$ cat src/rtl/csup_pkg.sv
package csup_pkg;
    typedef enum logic [2:0] {
        A_CTRL   = 3'd0,
        A_LIMIT  = 3'd1,
        A_STATUS = 3'd2,
        A_DUTY   = 3'd3,
        A_TMR_LO = 3'd4,
        A_TMR_HI = 3'd5
    } csup_addr_e;

    localparam int CTRL_MON_BIT = 0;
    localparam int CTRL_AEN_BIT = 1;
    localparam int STS_UV_BIT   = 1;
endpackage

$ cat src/rtl/csup_regfile.sv
module csup_regfile
    import csup_pkg::*;
#(
    parameter int DATA_W = 8,
    parameter int TMR_W  = 16
) (
    input  logic              clk,
    input  logic              rst_n,
    input  logic              wr_en,
    input  logic              rd_en,
    input  logic [2:0]        addr,
    input  logic [DATA_W-1:0] wdata,
    output logic [DATA_W-1:0] rdata,
    input  logic              sts_uv,
    input  logic [TMR_W-1:0]  timer,
    output logic              mon_en,
    output logic              alert_en,
    output logic [DATA_W-1:0] limit,
    output logic [DATA_W-1:0] duty,
    output logic              sts_rd
);
    localparam int EXT_W = 2 * DATA_W;

    typedef struct packed {
        logic [DATA_W-1:0] ctrl;
        logic [DATA_W-1:0] limit;
        logic [DATA_W-1:0] duty;
    } regs_t;

    regs_t r_d, r_q;
    logic [EXT_W-1:0]  tmr_ext;
    logic [DATA_W-1:0] sts_word;

    always_comb begin
        r_d = r_q;
        if (wr_en) begin
            unique case (addr)
                A_CTRL:  r_d.ctrl  = wdata;
                A_LIMIT: r_d.limit = wdata;
                A_DUTY:  r_d.duty  = wdata;
                default: ;
            endcase
        end
    end

    always_ff @(posedge clk or negedge rst_n) begin
        if (!rst_n) begin
            r_q.ctrl  <= '0;
            r_q.limit <= '0;
            r_q.duty  <= '1;
        end else begin
            r_q <= r_d;
        end
    end

    always_comb begin
        tmr_ext              = EXT_W'(timer);
        sts_word             = '0;
        sts_word[STS_UV_BIT] = sts_uv;
        unique case (addr)
            A_CTRL:   rdata = r_q.ctrl;
            A_LIMIT:  rdata = r_q.limit;
            A_STATUS: rdata = sts_word;
            A_DUTY:   rdata = r_q.duty;
            A_TMR_LO: rdata = tmr_ext[DATA_W-1:0];
            A_TMR_HI: rdata = tmr_ext[EXT_W-1:DATA_W];
            default:  rdata = '0;
        endcase
    end

    assign mon_en   = r_q.ctrl[CTRL_MON_BIT];
    assign alert_en = r_q.ctrl[CTRL_AEN_BIT];
    assign limit    = r_q.limit;
    assign duty     = r_q.duty;
    assign sts_rd   = rd_en && (addr == A_STATUS);
endmodule

$ cat src/rtl/csup_uv_detect.sv
module csup_uv_detect #(
    parameter int DATA_W = 8
) (
    input  logic              clk,
    input  logic              rst_n,
    input  logic              mon_en,
    input  logic [DATA_W-1:0] vsample,
    input  logic              vsample_valid,
    input  logic [DATA_W-1:0] limit,
    input  logic              sts_rd,
    output logic              uv,
    output logic              sts_uv
);
    typedef struct packed {
        logic uv;
        logic sts;
    } uv_t;

    uv_t  s_d, s_q;
    logic take;
    logic below;

    always_comb begin
        s_d   = s_q;
        take  = mon_en && vsample_valid;
        below = vsample < limit;
        if (take) begin
            s_d.uv = below;
        end
        if (take && below) begin
            s_d.sts = 1'b1;
        end else if (sts_rd && !s_q.uv) begin
            s_d.sts = 1'b0;
        end
    end

    always_ff @(posedge clk or negedge rst_n) begin
        if (!rst_n) begin
            s_q <= '0;
        end else begin
            s_q <= s_d;
        end
    end

    assign uv     = s_q.uv;
    assign sts_uv = s_q.sts;
endmodule

$ cat src/rtl/csup_ot_timer.sv
module csup_ot_timer #(
    parameter int TMR_W = 16
) (
    input  logic             clk,
    input  logic             rst_n,
    input  logic             run,
    input  logic             tick,
    input  logic             ot_n,
    output logic [TMR_W-1:0] count
);
    localparam logic [TMR_W-1:0] TMR_MAX = '1;

    typedef struct packed {
        logic [TMR_W-1:0] cnt;
    } tmr_t;

    tmr_t t_d, t_q;

    always_comb begin
        t_d = t_q;
        if (run && tick && !ot_n && (t_q.cnt != TMR_MAX)) begin
            t_d.cnt = t_q.cnt + 1'b1;
        end
    end

    always_ff @(posedge clk or negedge rst_n) begin
        if (!rst_n) begin
            t_q <= '0;
        end else begin
            t_q <= t_d;
        end
    end

    assign count = t_q.cnt;
endmodule

$ cat src/rtl/core_standby_sup.sv
module core_standby_sup #(
    parameter int DATA_W = 8,
    parameter int TMR_W  = 16
) (
    input  logic              clk,
    input  logic              rst_n,
    input  logic              reg_wr_en,
    input  logic              reg_rd_en,
    input  logic [2:0]        reg_addr,
    input  logic [DATA_W-1:0] reg_wdata,
    output logic [DATA_W-1:0] reg_rdata,
    input  logic [DATA_W-1:0] vsample,
    input  logic              vsample_valid,
    input  logic              ot_n,
    input  logic              tick,
    output logic              alert_o,
    output logic [DATA_W-1:0] pwm_duty_o
);
    logic              mon_en;
    logic              alert_en;
    logic [DATA_W-1:0] limit;
    logic              sts_rd;
    logic              uv_flag;
    logic              sts_uv;
    logic [TMR_W-1:0]  tmr_val;
    logic              tmr_run;

    csup_regfile #(.DATA_W(DATA_W), .TMR_W(TMR_W)) regs_i (
        .clk      (clk),
        .rst_n    (rst_n),
        .wr_en    (reg_wr_en),
        .rd_en    (reg_rd_en),
        .addr     (reg_addr),
        .wdata    (reg_wdata),
        .rdata    (reg_rdata),
        .sts_uv   (sts_uv),
        .timer    (tmr_val),
        .mon_en   (mon_en),
        .alert_en (alert_en),
        .limit    (limit),
        .duty     (pwm_duty_o),
        .sts_rd   (sts_rd)
    );

    csup_uv_detect #(.DATA_W(DATA_W)) uv_i (
        .clk           (clk),
        .rst_n         (rst_n),
        .mon_en        (mon_en),
        .vsample       (vsample),
        .vsample_valid (vsample_valid),
        .limit         (limit),
        .sts_rd        (sts_rd),
        .uv            (uv_flag),
        .sts_uv        (sts_uv)
    );

    assign tmr_run = mon_en && !uv_flag;

    csup_ot_timer #(.TMR_W(TMR_W)) tmr_i (
        .clk   (clk),
        .rst_n (rst_n),
        .run   (tmr_run),
        .tick  (tick),
        .ot_n  (ot_n),
        .count (tmr_val)
    );

    assign alert_o = alert_en && sts_uv;
endmodule

$ cat config.mk
export PLATFORM = sky130hd
export DESIGN_NAME = core_standby_sup
export DESIGN_NICKNAME = d
export VERILOG_FILES = /design/src/rtl/csup_pkg.sv /design/src/rtl/csup_regfile.sv /design/src/rtl/csup_uv_detect.sv /design/src/rtl/csup_ot_timer.sv /design/src/rtl/core_standby_sup.sv
export SDC_FILE = /design/constraint.sdc
export NUM_CORES = 1
export LEC_CHECK = 0
export BUFFER_PORTS_ARGS = -buffer_cell sky130_fd_sc_hd__buf_2
export CAP_MARGIN = 40
export CORE_UTILIZATION = 50
export CTS_CLUSTER_SIZE = 30
export DETAILED_ROUTE_END_ITERATION = 7
export GPL_ROUTABILITY_DRIVEN = 0
export PLACE_DENSITY_LB_ADDON = 0.2
export SLEW_MARGIN = 5
export SYNTH_ARGS = -nofsm -noshare
export SYNTH_HDL_FRONTEND = slang
export SYNTH_SLANG_ARGS = --single-unit
$ cat constraint.sdc
create_clock -name clk -period 2 [get_ports clk]
set_clock_uncertainty 0.2 [all_clocks]
set_input_delay 0.1 -clock clk [delete_from_list [all_inputs] [get_ports clk]]
set_output_delay 0.1 -clock clk [all_outputs]
set_load 0.01 [all_outputs]
== Yosys cells after proc, flatten, opt, wreduce, memory -nomap -nowiden ==
Index checks and enable logic that the tools add are counted.

* Equality and inequality tests: 6
* Reduce and logical (&&, ||, !) cells: 16
* Multiplexer cells: 3
* Add/sub/neg operators: 1
* Order comparisons: 1

{| class="wikitable"
|+ Operators with widths
! kind !! count
|-
| 8-bit case mux with 6 select lines || 1
|-
| 16-bit by 1-bit adder with 16-bit output (second input constant) || 1
|-
| 16-bit != test (second input constant) || 1
|-
| 1-bit logical AND || 9
|-
| 8-bit < comparator || 1
|-
| 3-bit by 2-bit equality test with 1-bit output (second input constant) || 2
|-
| 3-bit equality test (second input constant) || 2
|-
| 2-bit AND reduction || 3
|-
| 3-bit by 1-bit equality test with 1-bit output (second input constant) || 1
|-
| 3-bit logical NOT || 1
|-
| 1-bit logical NOT || 2
|-
| 1-bit 2-to-1 mux || 2
|-
| 2-bit nonzero test || 1
|}

* Flip-flop bits (word level): 42
* Bits of input ports: 26
* Output and inout port bits: 17
* Word-level logic and storage cells: 33

== Longest topological paths before layout ==
Gate-level depths: netlist of run 1.

* Depth after elaboration: 5
* Mapped depth: 6
* Gate-level depth less buffers: 6

== Cells and area by module ==
Synthesis of run 1 repeated with hierarchy kept, for this count alone.

* Cell total of the unflattened synthesis: 234
* Area total of the unflattened synthesis: 2681.3 um^2

{| class="wikitable"
|+ By module, submodules not included
! module !! cells each !! sequential area each (um^2) !! area an instance (um^2) !! instances
|-
| csup_regfile || 124 || 610.6 || 1526.5 || 1
|-
| csup_ot_timer || 76 || 400.4 || 849.6 || 1
|-
| csup_uv_detect || 32 || 50.0 || 285.3 || 1
|-
| core_standby_sup || 2 || 0.0 || 20.0 || 1
|}

== Worst setup path before layout of run 1 ==
Ideal clock, no wire load.

* Path type: reg2reg
* Start: register tmr_i.t_q, in the netlist tmr_i.count[0]
* End: register tmr_i.t_q, in the netlist tmr_i.count[1]
* Setup time: 0.125 ns
* Period minus slack after synthesis: 1.876 ns
* Stages on the path, launching flop included: 6
* Arrival time: 1.551 ns
* Slack: 0.124 ns
* Path buffers: 0
* Required time: 1.675 ns
* Path through: dfrtp_1 > ha_1 > nand4_4 > nor4_4 > nor2_2 > mux2_4

* Longest elaborated chain between the ends: 2
* Elaborated cells on any way between the ends: 3
* Classes of those cells: add/sub: 1; eq/ne: 1; reduce/logical: 1

{| class="wikitable"
|+ RTL lines
! element !! line !! text
|-
| from (decl) || csup_ot_timer.sv:17 || <nowiki>tmr_t t_d, t_q;</nowiki>
|-
| from (signal assigned) || csup_ot_timer.sv:30 || <nowiki>t_q <= t_d;</nowiki>
|-
| parallel branches: the longest is 2 deep, another holds 16-bit by 1-bit adder with 16-bit output || -- ||
|}

Several ways; the timed one is not identified.
A chain may end at the register's enable or synchronous reset.

== Final worst setup path of run 1 ==
* Start: register tmr_i.t_q, in the netlist tmr_i.count[1]
* End: output reg_rdata[1]

* Longest elaborated chain between the ends: 1

{| class="wikitable"
|+ RTL lines
! element !! line !! text
|-
| 8-bit case mux with 6 select lines || csup_regfile.sv:60 || <nowiki>unique case (addr)</nowiki>
|-
| to (decl) || core_standby_sup.sv:11 || <nowiki>output logic [DATA_W-1:0] reg_rdata,</nowiki>
|}

Every way passes these cells.

==> results of run 1 <==
-- per-stage QoR --
step / area [um2] / util [%] / hold slack [ns]
detailed placement: 2740 / 60.8 / -0.100
CTS: 2920 / 64.8 / 0.0528
floorplan: 2430 / - / -0.396
finish: 2920 / 64.9 / 0.0617
global route: 2920 / 64.9 / 0.0802
global placement: 2740 / 60.8 / -0.102
-- power breakdown --
part / switching [W] / internal, W / total (W)
Combinational: 0.000310 / 0.000350 / 0.000661
Clock: 0.000280 / 0.000248 / 0.000528
Sequential: 0.000125 / 0.00104 / 0.00116
-- metal layers --
| metal | vias to the layer above | global-route usage [%] | wire [um] |
|---|---|---|---|
| met5 | - | 0 | 0 |
| met4 | 0 | 6.75 | 89 |
| met3 | 9 | 5.34 | 298 |
| met2 | 65 | 38.2 | 2620 |
| met1 | 912 | 33.9 | 2540 |
| li1 | 904 | - | - |
-- layout make-up --
class                           count  area [um2]
Clock buffer                        8        80.1
Tap cell                           52        65.1
Fill cell                         365        1580
Multi-Input combinational cell    149        1240
Timing Repair Buffer               67         435
Sequential cell                    42        1060
Inverter                           10        37.5
-- critical path, cell delays in order (launching register included) --
cell and delay, ns:
dfrtp_1 0.38, buf_4 0.15, mux4_2 0.45, a22o_1 0.23
buf_2 0.14
-- worst max path at each step --
stage,from,to,slack [ns],cells after the start
2_1_floorplan,tmr_i.count[0],tmr_i.count[1],0.12,5
6_report,tmr_i.count[1],reg_rdata[1],0.05,4
3_3_place_gp,tmr_i.count[0],tmr_i.count[1],0.08,5
3_5_place_dp,uv_i.uv,tmr_i.count[13],0.07,4
4_1_cts,tmr_i.count[1],reg_rdata[1],0.01,4
5_1_grt,tmr_i.count[1],reg_rdata[1],0.007,4
-- state kept, by name, summed over array words and instances (netlist names) --
signal	count
tmr_i.count	16
regs_i.r_q	6
regs_i.mon_en	1
uv_i.uv	1
regs_i.duty	8
regs_i.alert_en	1
uv_i.sts_uv	1
regs_i.limit	8
-- kinds of logic (layout without fill, tap and decap cells) --
| group | after synthesis | count (layout) | synth area share, % |
|---|---|---|---|
| AND/OR/NAND/NOR | 64 | 64 | 17.4 |
| flip-flops | 42 | 42 | 43.7 |
| AO/OA/AOI/OAI | 36 | 36 | 9.12 |
| multiplexers | 29 | 29 | 15.8 |
| buffers and inverters | 26 | 85 | 5.56 |
| XOR/XNOR | 12 | 12 | 4.33 |
| adder cells (fa/ha/maj) | 8 | 8 | 4.12 |
-- layout by cell type, fill, tap and decap left out, types with 2 or more instances in the layout --
cell / n
a21o_1: 2
a21oi_1: 4
a22o_1: 3
and3_1: 3
and4_1: 2
buf_2: 42
buf_4: 14
clkbuf_1: 3
clkbuf_8: 5
dfrtp_1: 34
dfstp_2: 8
dlygate4sd3_1: 10
ha_1: 8
inv_1: 10
mux2_2: 20
mux2i_1: 3
mux4_2: 5
nand2_1: 22
nand3_1: 6
nand4_1: 6
nor2_1: 3
nor3_1: 4
nor4_4: 2
o21ai_0: 19
xnor2_1: 6
xor2_1: 6
-- timing repair --
item                       4_1_cts  5_1_grt
gates resized for setup          0        1
setup endpoints to repair        0        3
hold buffers                    10        0
hold endpoints to repair        64        0
==> metrics.cfg, run 1 <==
[timing]
slew_headroom_pct=66.4
max_freq_mhz=513
worstMarginPinSlew_ns=0.504
period_share_pct=97.4
min_period_ns=1.95
worst_slack_ns=0.0518
tns_ns=0
rsz0062_at_grt=false
setup_viol=0
drv_slew=0
hold_viol=0

[min_path]
hp-class=in2reg
min_to=uv_i.sts_uv
hold_depth=4
worstHoldStart=reg_rd_en

[final_layout]
antenna_cells=0
nets=309
final_layout_size_suffix_gt1_share_pct=38.4
stdcell_count=328
areaGrowthSynthToFinish_pct=20.4

[global_routing]
antenna_found_initial=0
grt.overflow.total=0
grt_pass1_vias=1877
grt_pass1_wl_mm=9.30
grt_usage_pct=24.2
grt_max_degree=23

[routing]
routed_wl_mm=5.55
drc_errors=0
drt_pass1_iterations=4
drtIter0Drc=107
post_drt_wl_per_cell_um=16.9
ant_nets=0
vias=1890
via_per_inst=5.76

[pwr]
p_per_area_nw_per_um2=804
p_leak_nw=1.37
power_w=0.00235
vdd_drop_max_mv=0.502

[run_status]
status=completed

[synthesis]
synth_area_leaders=dfrtp_1 (35%), mux2_2 (9.3%), dfstp_2 (8.7%)
syn-cell-area_um2=2430
async_flop_share_pct=100
synth_top_area_share_pct=35.0
postSynthAreaPerCell_um2=11.2
synthFlopType=dfrtp_1
ys_seq_elements=42
seq_area_frac_synth_pct=43.7
synth.distinct_cells=49
synth-edff-count=0
ys_warn_count=0
syn_inst=217
synthesis.nets=251
ys_top_cells_by_count=dfrtp_1 (34), nand2_1 (22), mux2_2 (20)
synth_top_area_cell=dfrtp_1
synth_most_common_cell=dfrtp_1

[clock_network]
post_cts_buffers=0
cts-root-buf=clkbuf_8
cts_tree=yes
cts_max_path_buffers=2
h-tree-depth=2
cts_buffers=5
clk_pin_slew_ns=0.08
clock_latency_ns=0.29
clock-sinks=42

[worst_setup_path]
worstPathMaxFanout=4
r2r_cells=4
reg2reg_to=tmr_i.count[13]
worst_ep_required_time_ns=1.70
r2r_start=uv_i.uv
worst_setup_path_end_kind=output pin
start_kind=register
path_class=reg2out
worstPathArrival_ns=1.65
r2r_slack_ns=0.12

[placed_design]
dp_hpwl_mm=4.11
portBuffers=42
place_inst=310
dp_slack_ns=0.0715

[floorplanning]
fp.dieH_um=71.7
dieArea_um2=5140
core_um2=4500
die_w_um=71.7
num_rows=24
initial_utilization_pct=53.9
io-pin-count=43

[run]
cap_violations=0

No activity file was read; power rests on OpenSTA's default activity.
==> inputs of run 2 (changes only) <==
--- a/config.mk
+++ b/config.mk
@@ -7,7 +7,7 @@
 export LEC_CHECK = 0
 export BUFFER_PORTS_ARGS = -buffer_cell sky130_fd_sc_hd__buf_2
 export CAP_MARGIN = 40
-export CORE_UTILIZATION = 50
+export CORE_UTILIZATION = 51
 export CTS_CLUSTER_SIZE = 30
 export DETAILED_ROUTE_END_ITERATION = 7
 export GPL_ROUTABILITY_DRIVEN = 0
@@ -15,4 +15,5 @@
 export SLEW_MARGIN = 5
 export SYNTH_ARGS = -nofsm -noshare
 export SYNTH_HDL_FRONTEND = slang
+export SYNTH_HIERARCHICAL = 1
 export SYNTH_SLANG_ARGS = --single-unit
==> run 2 against run 1 <==
Net effect: cell area up 5.0%; largest power group unchanged; largest cell class unchanged; maximum frequency increased by 1.1%; sequential power is 3% higher; via count shrank 0.79%; die area increased by 8.0%.
==> metrics.cfg, run 2 <==
[run_status]
status=completed

[global_routing]
grt_pass1_vias=1753  ; -6.6%
grt.overflow.total=0  ; unchanged
antenna_found_initial=0  ; unchanged
grt_max_degree=43  ; +87%
grt_pass1_wl_mm=8.49  ; -8.7%
grt_usage_pct=20.6  ; -3.6 points

[timing]
min_period_ns=1.93  ; -0.0210 ns
slew_headroom_pct=56.6  ; -9.7 points
worstMarginPinSlew_ns=0.651  ; +0.146 ns
setup_viol=0  ; unchanged
tns_ns=0  ; unchanged
fin_hold_ws_ns=0.0341  ; -0.0276 ns
max_freq_mhz=519  ; +1.1%
rsz0062_at_grt=true
hold_viol=0  ; unchanged
period_share_pct=96.4  ; -1.0 points
drv_slew=0  ; unchanged

[final_layout]
layout_commonest_cell=buf_2
final.fill_count=442  ; +21%
areaGrowthSynthToFinish_pct=14.4
seq_area_um2=1060  ; unchanged
largest_reg_flops=16  ; unchanged
final_layout_size_suffix_gt1_share_pct=41.4  ; +3.0 points
multi_input_area_um2=1390  ; +11%
final_cell_mix=buf_2 (42), dfrtp_1 (34), nand2_1 (22), mux2_4 (16), mux2_2 (14)
antenna_cells=0  ; unchanged
nets=313  ; +1.3%
final_area_um2=3070  ; +5.0%
stdcell_count=350  ; +6.7%

[clock_network]
cts_tree=yes
h-tree-depth=2  ; unchanged
cts_buffers=5  ; unchanged
clock_latency_ns=0.29  ; about the same
cts_max_path_buffers=2  ; unchanged
clk_pin_slew_ns=0.08  ; about the same
cts-root-buf=clkbuf_8
clock-sinks=42  ; unchanged

[floorplanning]
die_w_um=74.5  ; +3.9%
num_rows=26  ; +8.3%
dieArea_um2=5550  ; +8.0%
fp.dieH_um=74.5  ; +3.9%
io-pin-count=43  ; unchanged
initial_utilization_pct=52.8  ; -1.1 points
core_um2=5070  ; +13%

[routing]
drt_pass1_iterations=4  ; unchanged
post_drt_wl_per_cell_um=15.7  ; -7.0%
via_per_inst=5.36  ; -7.0%
wl_met2_mm=2.56  ; -2.2%
ant_nets=0  ; unchanged
drtIter0Drc=97  ; -9.3%
dr_wl_met3_um=219  ; -27%
vias=1875  ; -0.79%
drc_errors=0  ; unchanged
routed_wl_mm=5.50  ; -0.79%
top_layer=met4
drt-met1-wl_mm=2.71  ; +6.8%

[pwr]
swShare_pct=30.8  ; +0.32 points
power.internal_w=0.00172  ; +5.5%
vdd_drop_max_mv=0.426  ; -15%
p_leak_nw=1.46  ; +6.7%
pwr-share-clk_pct=22.7  ; +0.2 points
p_per_area_nw_per_um2=812  ; +1.0%
p_seq_share_pct=48.3  ; -1.1 points
net-switching-power_w=0.000766  ; +7.1%
power_frac_comb_pct=29.0  ; +0.9 points

[worst_setup_path]
cp_top_family=simple AND/OR/NAND/NOR gates
cp-endpoint=tmr_i/count[12]
start_kind=register
r2r_cells=5  ; +1
r2r_start=uv_i/uv
worst_setup_path_end_kind=register
worstPathArrival_ns=1.94  ; +0.29 ns
critPathSlowestCell=or4_4
reg2reg_to=tmr_i/count[12]
path_depth=5  ; +1
worstPathMaxFanout=5  ; +1
r2r_slack_ns=0.07  ; -0.05 ns
crit_buf_inv=0  ; -2
worst_ep_required_time_ns=2.02  ; +0.32 ns
crit_path_start=uv_i/uv
crit_chain=nor2b_4, nand3b_4, or4_4, nor3b_2, xor2_1
path_class=reg2reg
cpPeakStageDelay_ns=0.61  ; +0.16 ns

[synthesis]
seq_area_frac_synth_pct=39.6  ; -4.1 points
ys_top_cells_by_count=dfrtp_1 (34), nand2_1 (22), buf_4 (19)
synthFlopType=dfrtp_1
synth_top_area_cell=dfrtp_1
synth_top_area_share_pct=31.7  ; -3.3 points
ys_seq_elements=42  ; unchanged
syn-cell-area_um2=2680  ; +10%
async_flop_share_pct=100  ; unchanged
synthesis.nets=268  ; +6.8%
synth-edff-count=0  ; unchanged
synth_most_common_cell=dfrtp_1
synth_area_leaders=dfrtp_1 (32%), mux2_4 (9.0%), dfstp_2 (7.8%)
postSynthAreaPerCell_um2=11.5  ; +2.4%
synth.distinct_cells=54  ; +10%
ys_warn_count=6  ; +6
syn_inst=234  ; +7.8%

[placed_design]
place_inst=331  ; +6.8%
placed_area_um2=2860  ; +4.5%
portBuffers=42  ; unchanged
dp_hpwl_mm=4.05  ; -1.4%

[run]
cap_violations=0  ; unchanged

[min_path]
hp-class=in2reg

## run 2: how the worst min path moves through the flow
stage	start	end	cells after the start
2_1_floorplan	rst_n	regs_i/alert_en	0
3_3_place_gp	rst_n	tmr_i/count[9]	2
3_5_place_dp	rst_n	tmr_i/count[9]	2
4_1_cts	vsample[7]	uv_i/uv	5
5_1_grt	reg_rd_en	uv_i/sts_uv	5
6_report	vsample[7]	uv_i/uv	5
## run 2: kinds of logic (layout without fill, tap and decap cells)
kind of cell	count (synthesis)	after routing	share of synthesized area, %
XOR/XNOR	12	12	3.92
flip-flops	42	42	39.6
buffers and inverters	37	83	9.05
adder cells (fa/ha/maj)	8	8	3.73
multiplexers	40	40	18.6
AND/OR/NAND/NOR	68	68	17.0
AO/OA/AOI/OAI	27	27	8.12
## run 2: through the flow
step / power (W) / util [%] / setup slack (ns)
3_3_place_gp: 0.00188 / 56.4 / 0.110
5_1_grt: 0.00265 / 60.5 / -0.00361
4_1_cts: 0.00249 / 60.1 / 0.0372
2_1_floorplan: 0.00177 / - / 0.170
3_5_place_dp: 0.00191 / 56.4 / 0.0421
6_report: 0.00249 / 60.5 / 0.0727
## run 2: tightest hold or removal path, cell delays in order
cell      delay (ns)
buf_2           0.08
ha_1            0.14
nor2_1          0.05
o221ai_2        0.06
nand2_1         0.06
## run 2: area by class of cell
type | instances | share of cell area (%)
sequential | 42 | 34.6
timing repair buffer | 61 | 12.7
multi-input combinational | 155 | 45.2
inverter | 14 | 1.71
clock buffer | 8 | 2.94
tap | 70 | 2.85
## run 2: routing by layer
metal | vias to the layer above | GRT usage (%)
met2 | 47 | 31.8
met5 | - | 0
met1 | 904 | 29.9
met4 | 0 | 3.77
li1 | 922 | -
met3 | 2 | 4.88
## run 2: repair_timing
| item | 4_1_cts | 5_1_grt |
|---|---|---|
| buffers inserted | 0 | 1 |
| setup endpoints to repair | 0 | 3 |
| hold buffers | 10 | 0 |
| gates resized for setup | 0 | 2 |
| hold endpoints to repair | 67 | 0 |
## run 2: power groups by stage
stage / combinational [W] / clock (W) / sequential [W]
3_5_place_dp: 0.000686 / 0 / 0.00122
5_1_grt: 0.000802 / 0.000619 / 0.00123
2_1_floorplan: 0.000601 / 0 / 0.00117
3_3_place_gp: 0.000670 / 0 / 0.00121
4_1_cts: 0.000705 / 0.000579 / 0.00121
6_report: 0.000723 / 0.000565 / 0.00120
==> inputs of run 3 (changes only) <==
--- a/config.mk
+++ b/config.mk
@@ -11,7 +11,9 @@
 export CTS_CLUSTER_SIZE = 30
 export DETAILED_ROUTE_END_ITERATION = 7
 export GPL_ROUTABILITY_DRIVEN = 0
+export HOLD_SLACK_MARGIN = 0.12
 export PLACE_DENSITY_LB_ADDON = 0.2
+export REMOVE_ABC_BUFFERS = 1
 export SLEW_MARGIN = 5
 export SYNTH_ARGS = -nofsm -noshare
 export SYNTH_HDL_FRONTEND = slang
==> run 3 against run 2 <==
Net effect: clock power increased by 20%; wire length increased by 3.2%; register-to-register slack improved by 0.02 ns; final cell count up 3.7%; global-route usage grew 1.5 points; sequential power about the same; combinational power increased by 10%; sequential share of layout area decreased by 1.4 points; die area stayed put; critical endpoint is now tmr_i/count[10]; largest cell class unchanged; largest power group unchanged; highest routed layer unchanged.
==> metrics.cfg, run 3 (synthesis results as in run 2) <==
[run_status]
status=completed

[clock_network]
clock-sinks=42  ; unchanged
cts-root-buf=clkbuf_8
h-tree-depth=2  ; unchanged
clock_latency_ns=0.30  ; about the same
clk_pin_slew_ns=0.08  ; about the same
cts_buffers=5  ; unchanged
cts_max_path_buffers=2  ; unchanged
cts_tree=yes

[final_layout]
largest_reg_flops=16  ; unchanged
antenna_cells=0  ; unchanged
nets=326  ; +4.2%
final_core_utilization_pct=63.0  ; +2.6 points
final_layout_size_suffix_gt1_share_pct=42.7  ; +1.2 points
areaGrowthSynthToFinish_pct=19.3
layout_commonest_cell=buf_2
final_cell_mix=buf_2 (42), dfrtp_1 (34), nand2_1 (22), dlygate4sd3_1 (16), mux2_4 (16)

[routing]
post_drt_wl_per_cell_um=15.6  ; -0.53%
drtIter0Drc=95  ; -2.1%
ant_nets=0  ; unchanged
drt_pass1_iterations=4  ; unchanged
via_per_inst=5.25  ; -1.9%
drc_errors=0  ; unchanged
vias=1907  ; +1.7%
routed_wl_mm=5.68  ; +3.2%

[pwr]
p_seq_share_pct=45.0  ; -3.3 points
swShare_pct=30.2  ; -0.57 points
power.internal_w=0.00187  ; +8.4%
net-switching-power_w=0.000809  ; +5.5%
p_leak_nw=1.53  ; +4.6%
vdd_drop_max_mv=0.570  ; +34%
power_frac_comb_pct=29.7  ; +0.7 points
pwr-share-clk_pct=25.4  ; +2.7 points
p_per_area_nw_per_um2=838  ; +3.2%

[timing]
drv_slew=0  ; unchanged
slew_headroom_pct=50.1  ; -6.6 points
tns_ns=0  ; unchanged
max_freq_mhz=523  ; +0.80%
worstMarginPinSlew_ns=0.747  ; +0.0962 ns
min_period_ns=1.91  ; -0.0152 ns
setup_viol=0  ; unchanged
hold_viol=0  ; unchanged
worst_slack_ns=0.0880  ; +0.0152 ns
rsz0062_at_grt=false
period_share_pct=95.6  ; -0.76 points

[floorplanning]
io-pin-count=43  ; unchanged
core_um2=5070  ; unchanged
fp.dieH_um=74.5  ; unchanged
num_rows=26  ; unchanged
dieArea_um2=5550  ; unchanged
die_w_um=74.5  ; unchanged
initial_utilization_pct=52.8  ; unchanged

[global_routing]
grt.overflow.total=0  ; unchanged
grt_max_degree=24  ; -44%
antenna_found_initial=0  ; unchanged
grt_usage_pct=22.1  ; +1.5 points
grt_pass1_vias=1803  ; +2.9%
grt_pass1_wl_mm=8.96  ; +5.5%

[run]
cap_violations=0  ; unchanged

[worst_setup_path]
reg2reg_to=tmr_i/count[10]
worstPathArrival_ns=1.94  ; about the same
start_kind=register
worst_ep_required_time_ns=2.02  ; about the same
path_class=reg2reg
crit_path_start=tmr_i/count[1]
worstPathMaxFanout=5  ; unchanged
r2r_start=tmr_i/count[1]
r2r_slack_ns=0.09  ; +0.02 ns
worst_setup_path_end_kind=register
r2r_cells=5  ; unchanged
cp-endpoint=tmr_i/count[10]

[min_path]
hp-class=in2reg

[placed_design]
portBuffers=42  ; unchanged
dp_slack_ns=0.0600  ; +0.0179 ns
dp_hpwl_mm=4.19  ; +3.3%

==> run 3: area by class of cell <==
class                      instances  area, um2
inverter                          14       52.6
clock buffer                       5       68.8
tap                               70       87.6
multi-input combinational        155       1380
timing repair buffer              74        503
fill                             433       1880
sequential                        42       1060
clock inverter                     3       45.0
==> run 3: routing by layer <==
layer | part of all wire [%] | wire length (um) | vias up | track usage, %
li1 | - | - | 940 | -
met1 | 49 | 2790 | 924 | 31.9
met2 | 47 | 2660 | 41 | 33.1
met3 | 3.6 | 206 | 2 | 5.15
met4 | 0.46 | 26 | 0 | 6.29
met5 | 0 | 0 | - | 0
==> run 3: through the flow <==
step	hold WS, ns	total power [W]	area [um2]	instances
after floorplan	-0.396	0.00165	2490	211
after global placement	-0.112	0.00188	2880	333
after detailed placement	-0.111	0.00190	2880	333
after CTS	0.152	0.00262	3150	357
after global routing	0.170	0.00284	3200	363
final	0.156	0.00268	3200	363
==> run 3: worst min-delay path by stage <==
stage               startpoint               to  slack (ns)  cells past startpoint
floorplan                rst_n  regs_i/alert_en       -0.40                      0
global placement         rst_n   tmr_i/count[8]       -0.11                      1
detailed placement       rst_n  tmr_i/count[10]       -0.11                      1
CTS                 vsample[0]          uv_i/uv        0.15                      5
global route        vsample[0]          uv_i/uv        0.17                      5
finish              vsample[0]          uv_i/uv        0.16                      5
==> run 3: critical path, cell delays in order, from the launching register on <==
cell	delay [ns]
dfrtp_1	0.40
ha_2	0.22
nand2_1	0.08
or4_4	0.58
nor3_2	0.20
xor2_1	0.16
==> run 3: what timing repair did <==
| item | CTS | global route |
|---|---|---|
| resized for setup | 0 | 1 |
| buffers inserted | 0 | 6 |
| endpoints found under the hold margin | 67 | 0 |
| hold buffers | 16 | 0 |
| setup endpoints to repair | 0 | 2 |
==> run 3: power groups by stage <==
| stage | logic, W | clock network, W | registers, W |
|---|---|---|---|
| 6_report | 0.000795 | 0.000679 | 0.00121 |
| 5_1_grt | 0.000874 | 0.000734 | 0.00123 |
| 4_1_cts | 0.000714 | 0.000700 | 0.00120 |
| 3_5_place_dp | 0.000685 | 0 | 0.00122 |
| 3_3_place_gp | 0.000675 | 0 | 0.00121 |
| 2_1_floorplan | 0.000459 | 0 | 0.00120 |
